File: src/rtl/vtab_pkg.sv
package vtab_pkg;
  localparam int unsigned BYTE_W = 8;
  localparam int unsigned LANES  = 4;
  localparam int unsigned WORD_W = BYTE_W * LANES;
  localparam int unsigned LANE_W = $clog2(LANES);

  // Move a byte into its little-endian lane of a word
  function automatic logic [WORD_W-1:0] lane_place(input logic [BYTE_W-1:0] b,
                                                   input logic [LANE_W-1:0] lane);
    return WORD_W'(b) << (BYTE_W * lane);
  endfunction

  // Two's-complement negation modulo 2^WORD_W
  function automatic logic [WORD_W-1:0] twos_neg(input logic [WORD_W-1:0] v);
    return WORD_W'(0) - v;
  endfunction

  // Wraparound add, carry out dropped
  function automatic logic [WORD_W-1:0] wrap_add(input logic [WORD_W-1:0] a,
                                                 input logic [WORD_W-1:0] b);
    return a + b;
  endfunction
endpackage

File: src/rtl/vtab_seq.sv
module vtab_seq #(
  parameter int unsigned ADDR_W    = 5,
  parameter int unsigned LAST_ADDR = 31
) (
  input  logic              clk,
  input  logic              rst,
  input  logic              start,
  input  logic              rd_valid,
  output logic              busy,
  output logic [ADDR_W-1:0] addr,
  output logic              start_ok,
  output logic              beat,
  output logic              done
);
  logic at_last;

  assign start_ok = start && !busy;
  assign beat     = busy && rd_valid;
  assign at_last  = (addr == ADDR_W'(LAST_ADDR));

  always_ff @(posedge clk) begin
    if (rst) begin
      busy <= 1'b0;
      addr <= '0;
      done <= 1'b0;
    end else begin
      done <= 1'b0;
      if (start_ok) begin
        busy <= 1'b1;
        addr <= '0;
      end else if (beat) begin
        if (at_last) begin
          busy <= 1'b0;
          done <= 1'b1;
          addr <= '0;
        end else begin
          addr <= addr + 1'b1;
        end
      end
    end
  end
endmodule

File: src/rtl/vtab_word_asm.sv
module vtab_word_asm
  import vtab_pkg::*;
(
  input  logic              clk,
  input  logic              rst,
  input  logic              clear,
  input  logic              beat,
  input  logic [LANE_W-1:0] lane,
  input  logic [BYTE_W-1:0] data,
  output logic [WORD_W-1:0] word_next,
  output logic              word_done
);
  logic [WORD_W-1:0] part_q;
  logic [WORD_W-1:0] base;

  // Lane 0 starts a fresh word; other lanes add to the partial word
  assign base      = (lane == '0) ? '0 : part_q;
  assign word_next = base | lane_place(data, lane);
  assign word_done = beat && (lane == LANE_W'(LANES - 1));

  always_ff @(posedge clk) begin
    if (rst || clear) part_q <= '0;
    else if (beat)    part_q <= word_next;
  end
endmodule

File: src/rtl/vtab_accum.sv
module vtab_accum
  import vtab_pkg::*;
#(
  parameter int unsigned NUM_WORDS = 8,
  parameter int unsigned IDX_W     = 3
) (
  input  logic              clk,
  input  logic              rst,
  input  logic              clear,
  input  logic              word_done,
  input  logic [IDX_W-1:0]  word_idx,
  input  logic [WORD_W-1:0] word_in,
  output logic              patch_load,
  output logic              pass,
  output logic [WORD_W-1:0] patch
);
  localparam int unsigned PATCH_SRC = NUM_WORDS - 2;
  localparam int unsigned FINAL_IDX = NUM_WORDS - 1;

  logic [WORD_W-1:0] sum_q;
  logic [WORD_W-1:0] sum_next;
  logic              final_load;

  assign sum_next   = wrap_add(sum_q, word_in);
  assign patch_load = word_done && (word_idx == IDX_W'(PATCH_SRC));
  assign final_load = word_done && (word_idx == IDX_W'(FINAL_IDX));

  always_ff @(posedge clk) begin
    if (rst || clear) begin
      sum_q <= '0;
      pass  <= 1'b0;
      patch <= '0;
    end else if (word_done) begin
      sum_q <= sum_next;
      if (patch_load) patch <= twos_neg(sum_next);
      if (final_load) pass  <= (sum_next == '0);
    end
  end
endmodule

File: src/rtl/vtab_sum_check.sv
module vtab_sum_check
  import vtab_pkg::*;
#(
  parameter int unsigned NUM_WORDS = 8,
  localparam int unsigned NUM_BYTES = NUM_WORDS * LANES,
  localparam int unsigned ADDR_W    = $clog2(NUM_BYTES),
  localparam int unsigned IDX_W     = $clog2(NUM_WORDS)
) (
  input  logic              clk,
  input  logic              rst,
  input  logic              start,
  output logic              rd_req,
  output logic [ADDR_W-1:0] rd_addr,
  input  logic              rd_valid,
  input  logic [BYTE_W-1:0] rd_data,
  output logic              done,
  output logic              pass,
  output logic [WORD_W-1:0] patch
);
  // Named internal events, visible to the bound checker
  logic              ev_start_ok;
  logic              ev_beat;
  logic              ev_word_done;
  logic              ev_patch_load;
  logic [WORD_W-1:0] word_next;

  vtab_seq #(.ADDR_W(ADDR_W), .LAST_ADDR(NUM_BYTES - 1)) u_seq (
    .clk(clk), .rst(rst), .start(start), .rd_valid(rd_valid),
    .busy(rd_req), .addr(rd_addr), .start_ok(ev_start_ok),
    .beat(ev_beat), .done(done)
  );

  vtab_word_asm u_asm (
    .clk(clk), .rst(rst), .clear(ev_start_ok), .beat(ev_beat),
    .lane(rd_addr[LANE_W-1:0]), .data(rd_data),
    .word_next(word_next), .word_done(ev_word_done)
  );

  vtab_accum #(.NUM_WORDS(NUM_WORDS), .IDX_W(IDX_W)) u_acc (
    .clk(clk), .rst(rst), .clear(ev_start_ok), .word_done(ev_word_done),
    .word_idx(rd_addr[ADDR_W-1:LANE_W]), .word_in(word_next),
    .patch_load(ev_patch_load), .pass(pass), .patch(patch)
  );
endmodule

File: config.mk
export PLATFORM = sky130hd
export DESIGN_NAME = vtab_sum_check
export DESIGN_NICKNAME = d
export VERILOG_FILES = /design/src/rtl/vtab_pkg.sv /design/src/rtl/vtab_seq.sv /design/src/rtl/vtab_word_asm.sv /design/src/rtl/vtab_accum.sv /design/src/rtl/vtab_sum_check.sv
export SDC_FILE = /design/constraint.sdc
export NUM_CORES = 1
export LEC_CHECK = 0
export ABC_AREA = 1
export CAP_MARGIN = 15
export CORE_MARGIN = 2
export CORE_UTILIZATION = 60
export DETAILED_ROUTE_END_ITERATION = 16
export GPL_ROUTABILITY_DRIVEN = 0
export PLACE_DENSITY = 0.81
export SLEW_MARGIN = 20
export SYNTH_ARGS = -nofsm -noshare
export SYNTH_HDL_FRONTEND = slang
export SYNTH_SLANG_ARGS = --single-unit
File: constraint.sdc
create_clock -name clk -period 5.2 [get_ports clk]
set_clock_uncertainty 0.05 [all_clocks]
set_input_delay 1.04 -clock clk [delete_from_list [all_inputs] [get_ports clk]]
set_output_delay 1.04 -clock clk [all_outputs]
set_load 0.01 [all_outputs]
==> flow_metrics.env <==
export IMPL_grt_ovfl_total=0
export IMPL_maxSlewHeadroom=0.2927
export IMPL_cts_buffers=9
export IMPL_clockBufferDepth=2
export IMPL_instances_no_fill=1417
export IMPL_die_w_microns=115.5
export IMPL_rows=40
export IMPL_drt_initial_drc_count=672
export IMPL_grt_pass1_vias=6416
export IMPL_drive_gt1_frac=0.07446
export IMPL_rsz0062_at_grt="false"
export IMPL_slew_violations=0
export IMPL_die_h_microns=115.5
export IMPL_worstPathRequired_ns=5.42
export IMPL_yosysWarnings=0
export IMPL_core_sq_um=12060
export IMPL_start_kind="input port"
export IMPL_ir_drop_uv=201.9
export IMPL_vias=7418
export IMPL_final_hold_violation_count=0
export IMPL_final_nets=1292
export IMPL_antenna_left=0
export IMPL_worstSkewPairLatency_ns=0.36
export IMPL_critPathMaxFanout=4
export IMPL_cp_arrival_ns=4.30
export IMPL_wl_per_cell_microns=13.47
export IMPL_p_per_area_nw_per_um2=200.7
export IMPL_placedCellCount=1401
export IMPL_cpMostUsedCell="nand2_1"
export IMPL_syn_to_final_growth_pct=12.87
export IMPL_power_leakage_nw=4.361
export IMPL_grt_pass1_wl_microns=31130
export IMPL_cp_end_kind="flip-flop"
export IMPL_maxCapViolCount=0
export IMPL_seq_area_frac_synth=0.2793
export IMPL_n_antenna_cell=0
export IMPL_path_class="in -> reg"
export IMPL_die_area_sq_um=13330
export IMPL_worstMarginPinSlew_ns=1.053
export IMPL_drtPass1Iterations=5
export IMPL_clock_sinks=104
export IMPL_status="completed"
export IMPL_finalCritPeriodShare=0.7857
export IMPL_fmax_mhz=244.8
export IMPL_min_path_type="reg -> reg"
export IMPL_min_period_ns=4.086
export IMPL_grt_antenna_before_repair=0
export IMPL_tns_ns=0
export IMPL_port_buffers=51
export IMPL_drt_total_wl_microns=19090
export IMPL_synth_area_per_cell_sq_um=6.156
export IMPL_synth_edf_count=0
export IMPL_drc=0
export IMPL_synth_nets=1259
export IMPL_io_pin_count=52
export IMPL_yosysUniqueCellTypes=41
export IMPL_cts_resized=0
export IMPL_clk_pin_slew_worst_paths_ns=0.07
export IMPL_grt_max_degree=73
export IMPL_viasPerCell=5.235
export IMPL_regArea_sq_um=2082
export IMPL_fill_cells=1100
export IMPL_worst_path_max_delay_cell="clkdlybuf4s50_1"
export IMPL_dpl_hpwl_microns=14630
export IMPL_syn_area_sq_um=7455
export IMPL_cts_hold_buffers_added=0
export IMPL_multi_input_area_sq_um=4322
export IMPL_worst_hold_slack_ns=0.4139
export IMPL_cp_slowest_stage_delay_ns=0.47
export IMPL_synthCells=1211
export IMPL_setup_viol=0
export IMPL_synthFlopType="dfxtp_1"
export IMPL_crit_chain="clkdlybuf4s50_1, nand2_1, o22ai_1, ha_1, fa_1, inv_1, ha_1, inv_1, nor2_1, inv_1, nor2_2, nand2_1, nor2_2, nand3_2, nor2_4, nand3_2, nor2_2, nand2_1, nand2_1, nand3_1, nand2_1, inv_1"
export IMPL_root_buffer="clkbuf_16"
export IMPL_tritoncts="built"
export IMPL_ctsHtreeMaxLevel=3
export IMPL_grt_use_total=0.2961
export IMPL_ys_ff_latch=104
export IMPL_async_reset_ff_frac=0
export IMPL_start_util=0.6180
export IMPL_cts_setup_buffers=0
==> layout make-up <==
| type | instances | area share |
|---|---|---|
| multi-input combinational | 821 | 0.5136 |
| clock buffer | 11 | 0.03004 |
| timing repair buffer | 60 | 0.06870 |
| clock inverter | 5 | 0.004610 |
| sequential | 104 | 0.2474 |
| inverter | 248 | 0.1106 |
| tap | 168 | 0.02498 |
==> metrics by stage <==
| step | util | worst slack (ns) | power, mW | area [sq um] |
|---|---|---|---|---|
| after global routing | 0.6976 | 0.7383 | 1.756 | 8414 |
| after floorplan | - | 1.250 | 0.9761 | 7455 |
| after CTS | 0.6976 | 1.105 | 1.694 | 8414 |
| final | 0.6976 | 1.114 | 1.689 | 8414 |
| after global placement | 0.6734 | 0.7972 | 1.029 | 8123 |
| after detailed placement | 0.6734 | 0.7310 | 1.033 | 8123 |
==> report_power, final <==
group / internal [mW] / switching [mW]
Clock: 0.354 / 0.316
Combinational: 0.0636 / 0.143
Sequential: 0.808 / 0.00395
==> layout by cell type (no fill, tap or decap), types with 4 or more instances in the layout <==
cell type        instances
nand3_2                  8
nand3b_1                 6
nand2_1                296
nand2_2                 21
nor2_1                 117
a21oi_1                 64
clkdlybuf4s50_1         51
nand3_1                 52
dfxtp_1                104
o21bai_1                 8
o21ai_0                 63
o211ai_1                24
nor2_2                  14
inv_1                  235
nand4_1                 12
clkbuf_16                9
o21ai_1                  4
nor2_4                   8
xor2_1                  14
buf_4                    9
inv_2                   11
a211oi_1                10
nor3_1                  12
xnor2_1                  5
o22ai_1                 32
ha_1                    35
==> cell usage after synthesis (all sizes together), types with 5 or more instances <==
cell type,n,area [sq um]
nand4,12,75.07
o21ai,67,335.3
o21bai,8,60.06
o22ai,32,200.2
clkbuf,32,120.1
nand3,60,340.3
dfxtp,104,2082
nand2,318,1251
o211ai,24,180.2
buf,6,30.03
a211oi,10,75.07
xor2,15,138.9
ha,35,437.9
inv,246,923.4
xnor2,5,43.79
nor2,139,609.3
nand3b,6,45.04
a21oi,65,325.3
nor3,13,70.07
==> flip-flops by register name, summed over array words and instances, names as in the netlist <==
| name | flops |
|---|---|
| u_seq.addr | 5 |
| u_acc.patch | 32 |
| u_acc.pass | 1 |
| u_seq.done | 1 |
| u_seq.busy | 1 |
| u_asm.part_q | 32 |
| u_acc.sum_q | 32 |
==> worst paths after layout <==
| check | start | endpoint | slack, ns | cells past startpoint |
|---|---|---|---|---|
| setup / recovery | rd_data[0] | u_acc.patch[30]$_SDFFE_PP0P_ | 1.11 | 22 |
| hold / removal | u_asm.part_q[24]$_SDFFE_PP0P_ | u_asm.part_q[24]$_SDFFE_PP0P_ | 0.41 | 2 |
| setup reg to reg | u_seq.addr[0]$_SDFFE_PP0P_ | u_acc.patch[23]$_SDFFE_PP0P_ | 1.13 | 18 |
| hold reg to reg | u_asm.part_q[24]$_SDFFE_PP0P_ | u_asm.part_q[24]$_SDFFE_PP0P_ | 0.41 | 2 |
==> cells by family after synthesis <==
kind of cell	Yosys count	synth area share
adder cells (fa/ha/maj)	36	0.06143
AO/OA/AOI/OAI	212	0.1640
AND/OR/NAND/NOR	553	0.3258
flip-flops	104	0.2793
XOR/XNOR	20	0.02451
buffers and inverters	286	0.1450
==> metal layers <==
layer  GRT usage  part of all wire  up-vias
li1            -                 -     3877
met1      0.4275              0.47     3255
met2      0.4628              0.44      261
met3     0.03556             0.070       25
met4     0.09317             0.017        0
met5           0                 0        -
==> worst max-delay path: cells and delay by family <==
| family | cells | cell delay (ns) |
|---|---|---|
| AOI/OAI and AO/OA | 1 | 0.17 |
| adders and majority gates | 3 | 0.90 |
| buffers and inverters | 5 | 0.73 |
| and+or+nand+nor | 13 | 1.46 |
Power figures use the tool's default switching activity.
